`src/rtl/eeprom_bb_pkg.sv`:
```
package eeprom_bb_pkg;

    localparam int ADDR_W = 20;
    localparam int DATA_W = 16;
    localparam int SEL_W  = 2;

    // small layout
    localparam logic [ADDR_W-1:0] SM_MB_OFS    = 20'h0000e;
    localparam logic [ADDR_W-1:0] SM_MOD_OFS   = 20'h10008;
    // large layout
    localparam logic [ADDR_W-1:0] LG_MB_OFS    = 20'h10000;
    localparam logic [ADDR_W-1:0] LG_DIR_BASE  = 20'h1000a;
    localparam logic [ADDR_W-1:0] LG_SLOT0_OFS = 20'h20006;

    // mainboard field positions
    localparam int MB_CS_B  = 0;
    localparam int MB_SK_B  = 1;
    localparam int MB_DI_B  = 2;
    localparam int MB_DO_B  = 3;
    // module field positions
    localparam int MOD_CS_B = 4;
    localparam int MOD_SK_B = 2;
    localparam int MOD_DI_B = 6;
    localparam int MOD_DO_B = 7;
    // enterprise flag on backplane reads
    localparam int BP_FLAG_B = 7;

    typedef enum logic [1:0] {
        P_NONE,
        P_MB,
        P_SHARED,
        P_DIRECT
    } port_e;

    typedef struct packed {
        logic cs;
        logic sk;
        logic di;
    } pins_t;

    function automatic pins_t mb_fields(input logic [DATA_W-1:0] d);
        pins_t p;
        p.cs = d[MB_CS_B];
        p.sk = d[MB_SK_B];
        p.di = d[MB_DI_B];
        return p;
    endfunction

    function automatic pins_t mod_fields(input logic [DATA_W-1:0] d);
        pins_t p;
        p.cs = d[MOD_CS_B];
        p.sk = d[MOD_SK_B];
        p.di = d[MOD_DI_B];
        return p;
    endfunction

endpackage

```
`src/rtl/eeprom_bb_decode.sv`:
```
module eeprom_bb_decode
    import eeprom_bb_pkg::*;
#(
    parameter int NUM_SLOTS = 7,
    parameter int SLOT_W    = 3
) (
    input  logic              big_chassis,
    input  logic [ADDR_W-1:0] addr,
    output port_e             tgt,
    output logic [SLOT_W-1:0] dslot
);

    logic [ADDR_W-1:0] rel;

    assign rel = addr - LG_DIR_BASE;

    always_comb begin
        tgt   = P_NONE;
        dslot = '0;
        if (!big_chassis) begin
            if (addr == SM_MB_OFS) begin
                tgt = P_MB;
            end else if (addr == SM_MOD_OFS) begin
                tgt = P_SHARED;
            end
        end else begin
            if (addr == LG_MB_OFS) begin
                tgt = P_MB;
            end else if (addr == LG_SLOT0_OFS) begin
                tgt   = P_DIRECT;
                dslot = '0;
            end else if (rel < ADDR_W'(NUM_SLOTS - 1)) begin
                tgt   = P_DIRECT;
                dslot = SLOT_W'(rel + 1'b1);
            end
        end
    end

endmodule

```
`src/rtl/eeprom_bb_bank.sv`:
```
module eeprom_bb_bank
    import eeprom_bb_pkg::*;
#(
    parameter int NUM_SLOTS = 7,
    parameter int SLOT_W    = 3
) (
    input  logic                 clk,
    input  logic                 rst_n,
    input  logic                 wr_en,
    input  logic [SLOT_W-1:0]    wr_slot,
    input  pins_t                wr_pins,
    output logic [NUM_SLOTS-1:0] cs,
    output logic [NUM_SLOTS-1:0] sk,
    output logic [NUM_SLOTS-1:0] di
);

    for (genvar i = 0; i < NUM_SLOTS; i++) begin : g_slot
        pins_t q;

        always_ff @(posedge clk or negedge rst_n) begin
            if (!rst_n) begin
                q <= '0;
            end else if (wr_en) begin
                if (wr_slot == SLOT_W'(i)) begin
                    q <= wr_pins;
                end else begin
                    q <= '0;
                end
            end
        end

        assign cs[i] = q.cs;
        assign sk[i] = q.sk;
        assign di[i] = q.di;
    end

endmodule

```
`src/rtl/eeprom_bb_port.sv`:
```
module eeprom_bb_port
    import eeprom_bb_pkg::*;
#(
    parameter int NUM_SLOTS = 7,
    localparam int SLOT_W   = (NUM_SLOTS > 4) ? $clog2(NUM_SLOTS) : 3
) (
    input  logic                 clk,
    input  logic                 rst_n,
    input  logic                 big_chassis,
    input  logic [ADDR_W-1:0]    reg_addr,
    input  logic [DATA_W-1:0]    reg_wdata,
    input  logic                 reg_we,
    output logic [DATA_W-1:0]    reg_rdata,
    output logic                 mb_cs,
    output logic                 mb_sk,
    output logic                 mb_di,
    input  logic                 mb_do,
    output logic [NUM_SLOTS-1:0] mod_cs,
    output logic [NUM_SLOTS-1:0] mod_sk,
    output logic [NUM_SLOTS-1:0] mod_di,
    input  logic [NUM_SLOTS-1:0] mod_do
);

    port_e             tgt;
    logic [SLOT_W-1:0] dslot;
    logic [SLOT_W-1:0] slot_q;
    logic [SLOT_W-1:0] wr_slot;
    logic [SLOT_W-1:0] rd_slot;
    logic              wr_mb_hit;
    logic              wr_mod_hit;
    logic              rd_mod_bit;
    pins_t             mb_q;
    logic              unused_wdata;

    eeprom_bb_decode #(
        .NUM_SLOTS (NUM_SLOTS),
        .SLOT_W    (SLOT_W)
    ) u_decode (
        .big_chassis (big_chassis),
        .addr        (reg_addr),
        .tgt         (tgt),
        .dslot       (dslot)
    );

    assign wr_mb_hit  = reg_we && (tgt == P_MB);
    assign wr_mod_hit = reg_we && ((tgt == P_SHARED) || (tgt == P_DIRECT));
    assign wr_slot    = (tgt == P_SHARED) ? SLOT_W'(reg_wdata[SEL_W-1:0]) : dslot;

    // selected slot for the shared port
    always_ff @(posedge clk or negedge rst_n) begin
        if (!rst_n) begin
            slot_q <= '0;
        end else if (wr_mod_hit) begin
            slot_q <= wr_slot;
        end
    end

    // mainboard pins
    always_ff @(posedge clk or negedge rst_n) begin
        if (!rst_n) begin
            mb_q <= '0;
        end else if (wr_mb_hit) begin
            mb_q <= mb_fields(reg_wdata);
        end
    end

    assign mb_cs = mb_q.cs;
    assign mb_sk = mb_q.sk;
    assign mb_di = mb_q.di;

    eeprom_bb_bank #(
        .NUM_SLOTS (NUM_SLOTS),
        .SLOT_W    (SLOT_W)
    ) u_bank (
        .clk     (clk),
        .rst_n   (rst_n),
        .wr_en   (wr_mod_hit),
        .wr_slot (wr_slot),
        .wr_pins (mod_fields(reg_wdata)),
        .cs      (mod_cs),
        .sk      (mod_sk),
        .di      (mod_di)
    );

    // read path
    assign rd_slot    = (tgt == P_SHARED) ? slot_q : dslot;
    assign rd_mod_bit = (int'(rd_slot) < NUM_SLOTS) ? mod_do[rd_slot] : 1'b0;

    always_comb begin
        reg_rdata = '0;
        unique case (tgt)
            P_MB: begin
                reg_rdata[MB_DO_B]   = mb_do;
                reg_rdata[BP_FLAG_B] = big_chassis;
            end
            P_SHARED, P_DIRECT: begin
                reg_rdata[MOD_DO_B] = rd_mod_bit;
            end
            default: begin
                reg_rdata = '0;
            end
        endcase
    end

    assign unused_wdata = ^{reg_wdata[DATA_W-1:8], reg_wdata[7], reg_wdata[5], reg_wdata[3]};

endmodule

```
`config.mk`:
```
export PLATFORM = sky130hd
export DESIGN_NAME = eeprom_bb_port
export DESIGN_NICKNAME = d
export VERILOG_FILES = /design/src/rtl/eeprom_bb_pkg.sv /design/src/rtl/eeprom_bb_decode.sv /design/src/rtl/eeprom_bb_bank.sv /design/src/rtl/eeprom_bb_port.sv
export SDC_FILE = /design/constraint.sdc
export NUM_CORES = 1
export LEC_CHECK = 0
export BUFFER_PORTS_ARGS = -buffer_cell sky130_fd_sc_hd__buf_4
export CAP_MARGIN = 20
export CORE_ASPECT_RATIO = 1.75
export CORE_MARGIN = 5
export CORE_UTILIZATION = 33
export DETAILED_ROUTE_END_ITERATION = 8
export GPL_ROUTABILITY_DRIVEN = 0
export PLACE_DENSITY = 0.58
export SLEW_MARGIN = 20
export SYNTH_ARGS = -nofsm -noshare
export SYNTH_HDL_FRONTEND = slang
export SYNTH_SLANG_ARGS = --single-unit
```
`constraint.sdc`:
```
create_clock -name clk -period 3.5 [get_ports clk]
set_clock_uncertainty 0.15 [all_clocks]
set_input_delay 0.175 -clock clk [delete_from_list [all_inputs] [get_ports clk]]
set_output_delay 0.175 -clock clk [all_outputs]
set_load 0.02 [all_outputs]
```
==> summary.txt <==
run status -> finished, final reports clean
CTS Buffer Depth -> 2
post_cts resized -> 0
min cycle time layout -> 3.25 ns
via/cell ratio -> 5.09
most common cell after layout, fill and taps aside -> buf_4
largest net degree at the start of global routing -> 28
CP max stage delay -> 0.60 ns
synth-to-layout area growth -> 31.1%
die area -> 7760 um^2
Remaining Overflow, GRT -> 0
Crit Path Max Fanout -> 7
worst path buffer plus inverter count -> 2
HP Class -> input port to register
Core ar. -> 5880 um^2
Die X -> 68.8 um
Peak VDD IR -> 125 uV
Largest delay share family, worst path -> simple AND/OR/NAND/NOR gates
DR top layer -> met4
synth unique cells -> 60
GRT Total Usage -> 13.9%
crit path DAT -> 2.92 ns
H-tree levels -> 1
commonest cells after routing, fill and taps aside -> buf_4 (73), nand2_1 (27), dfrtp_1 (27)
final std cells w/o fill -> 373
Final Max Tran Viols -> 0
IO Count -> 88
Via Count -> 1900
first drt pass iteration count -> 4
Post-CTS Hold Buffers -> 1
Fillers -> 608
Critical Path RT -> 3.17 ns
startpoint types -> input port
max cap viols -> 0
Initial Util -> 33.9%
PwrDens -> 230 nW/um^2
initial antenna violation count -> 0
leakage dissipation -> 1.33 nW
Achievable Freq -> 308 MHz
Slew @ Worst Pin -> 0.528 ns
share of cells above drive strength 1 -> 30.2%
number of synthesized flops with an enable pin -> 0
die height -> 113 um
synthesized flop and latch total -> 27
CP cell instances -> buf_4, or4_4, or4_1, o211a_2, and3_1, a22oi_1, mux2i_1, mux2i_1, a221o_1, buf_4
Setup violations, final -> 0
CP max-delay cell -> or4_4
CTS buffer count -> 3
Initial DRC Count -> 66
CTS root buffer -> clkbuf_8
row cnt -> 37
worst skew pair latency -> 0.27 ns
Sink Count -> 27
M1 WL -> 1830 um
Crit. End Element -> primary output
IO buf count -> 62
Setup Buffers After CTS -> 0
CTS tree -> yes
Seq/Total Area, Yosys -> 33.9%
first-pass GRT wire length -> 8410 um
ant diodes -> 0
Async S/R FF share, synth -> 100%
Post-Synthesis Cells -> 222
Setup CP Type -> input port to primary output
Rel. slew slack -> 64.5%
Finished Cell Area -> 2610 um^2
met3 wire length -> 307 um
mapped cell area -> 1990 um^2
final setup TNS -> 0 ns
DPL Wire Length -> 4710 um
Final Cycle Share -> 92.8%
Nets -> 348
Antenna Nets Post-Route -> 0
Routed wire per std cell -> 14.6 um
met2 WL post-DR -> 3110 um
endpoints failing hold -> 0
Residual DRC -> 0
FF-to-FF setup slack -> 2.59 ns
RSZ-0062 raised after global routing -> false
Placed Area -> 2560 um^2
Main synth FF type -> dfrtp_1
Worst-path clk slew -> 0.08 ns
Inst Count DP -> 368
Util after Layout -> 44.5%
Yosys warnings -> 0
vias in the first global route -> 1927
final wirelength -> 5450 um
syn_area_per_cell -> 8.98 um^2
-- cell usage after synthesis, types with 4 or more instances --
| library cell | instances | area (um^2) |
|---|---|---|
| nor4_1 | 4 | 25.0 |
| a22o_1 | 7 | 61.3 |
| nand2_1 | 27 | 101 |
| mux2i_1 | 4 | 40.0 |
| nor3_1 | 14 | 70.1 |
| a21o_1 | 12 | 90.1 |
| and3_1 | 5 | 31.3 |
| nor2_1 | 10 | 37.5 |
| o31ai_1 | 4 | 30.0 |
| nand3_1 | 5 | 25.0 |
| inv_1 | 7 | 26.3 |
| dfrtp_1 | 27 | 676 |
| o21ai_1 | 7 | 35.0 |
| nand2b_1 | 8 | 50.1 |
| buf_4 | 14 | 105 |
| a21oi_1 | 4 | 20.0 |
| ha_1 | 4 | 50.1 |
-- kinds of logic (layout without fill, tap and decap cells) --
kind of cell | count (synthesis) | in the layout | synth area share (%)
DFF | 27 | 27 | 33.9
xor gates and xnor gates | 2 | 2 | 0.878
muxes | 7 | 7 | 3.70
AOI/OAI and AO/OA | 56 | 56 | 22.5
other | 1 | 14 | 0.188
buffers and inverters | 25 | 85 | 7.84
adders and majority gates | 4 | 4 | 2.51
and+or+nand+nor | 100 | 100 | 28.5
-- power breakdown --
part           leakage (nW)  internal (W)  total [W]   switching, W
combinational         0.930     0.0000488   0.000120      0.0000707
sequential            0.377      0.000312   0.000312  0.00000000315
clock                0.0228     0.0000814   0.000171      0.0000892
-- layer usage --
layer,up-vias,global-route usage (%)
li1,950,-
met1,877,12.7
met2,59,27.8
met3,14,0.993
met4,0,7.16
met5,-,0
-- final cells by class --
class | instances | area (um^2) | share of cell area, %
sequential | 27 | 676 | 25.8
timing repair buffer | 74 | 558 | 21.3
multi-input combinational | 183 | 1210 | 46.3
clock buffer | 4 | 45.0 | 1.72
tap | 78 | 97.6 | 3.73
inverter | 7 | 26.3 | 1.01
-- tightest hold or removal path: stages --
cell	delay, ns
buf_4	0.11
nand2_1	0.05
nand2_1	0.05
-- path summary, 6_finish.rpt --
kind                                           from                  endpoint  depth (start not counted)
max in group asynchronous                     rst_n     slot_q[0]$_DFFE_PN0P_                          2
min in group asynchronous                     rst_n  u_bank.sk[3]$_DFFE_PN0P_                          2
max                                     reg_addr[7]              reg_rdata[7]                         10
min reg2reg                u_bank.cs[4]$_DFFE_PN0P_  u_bank.cs[4]$_DFFE_PN0P_                          2
max reg2reg                       mb_sk$_DFFE_PN0P_         mb_sk$_DFFE_PN0P_                          1
min                                    reg_wdata[4]  u_bank.cs[4]$_DFFE_PN0P_                          3
-- metrics by stage --
step	hold WS (ns)	total power [W]	setup slack [ns]
CTS	0.00939	0.000608	0.233
global route	0.0129	0.000628	0.142
floorplan	-0.271	0.000386	0.557
global placement	-0.0461	0.000436	0.280
finish	0.000305	0.000602	0.252
detailed placement	-0.0437	0.000437	0.240
-- flip-flops by register name, indices dropped and copies added, names as in the netlist --
name and flops:
mb_di 1, u_bank.sk 7, u_bank.cs 7, mb_sk 1, mb_cs 1, u_bank.di 7
slot_q 3
(Power assumes the default switching activity.)
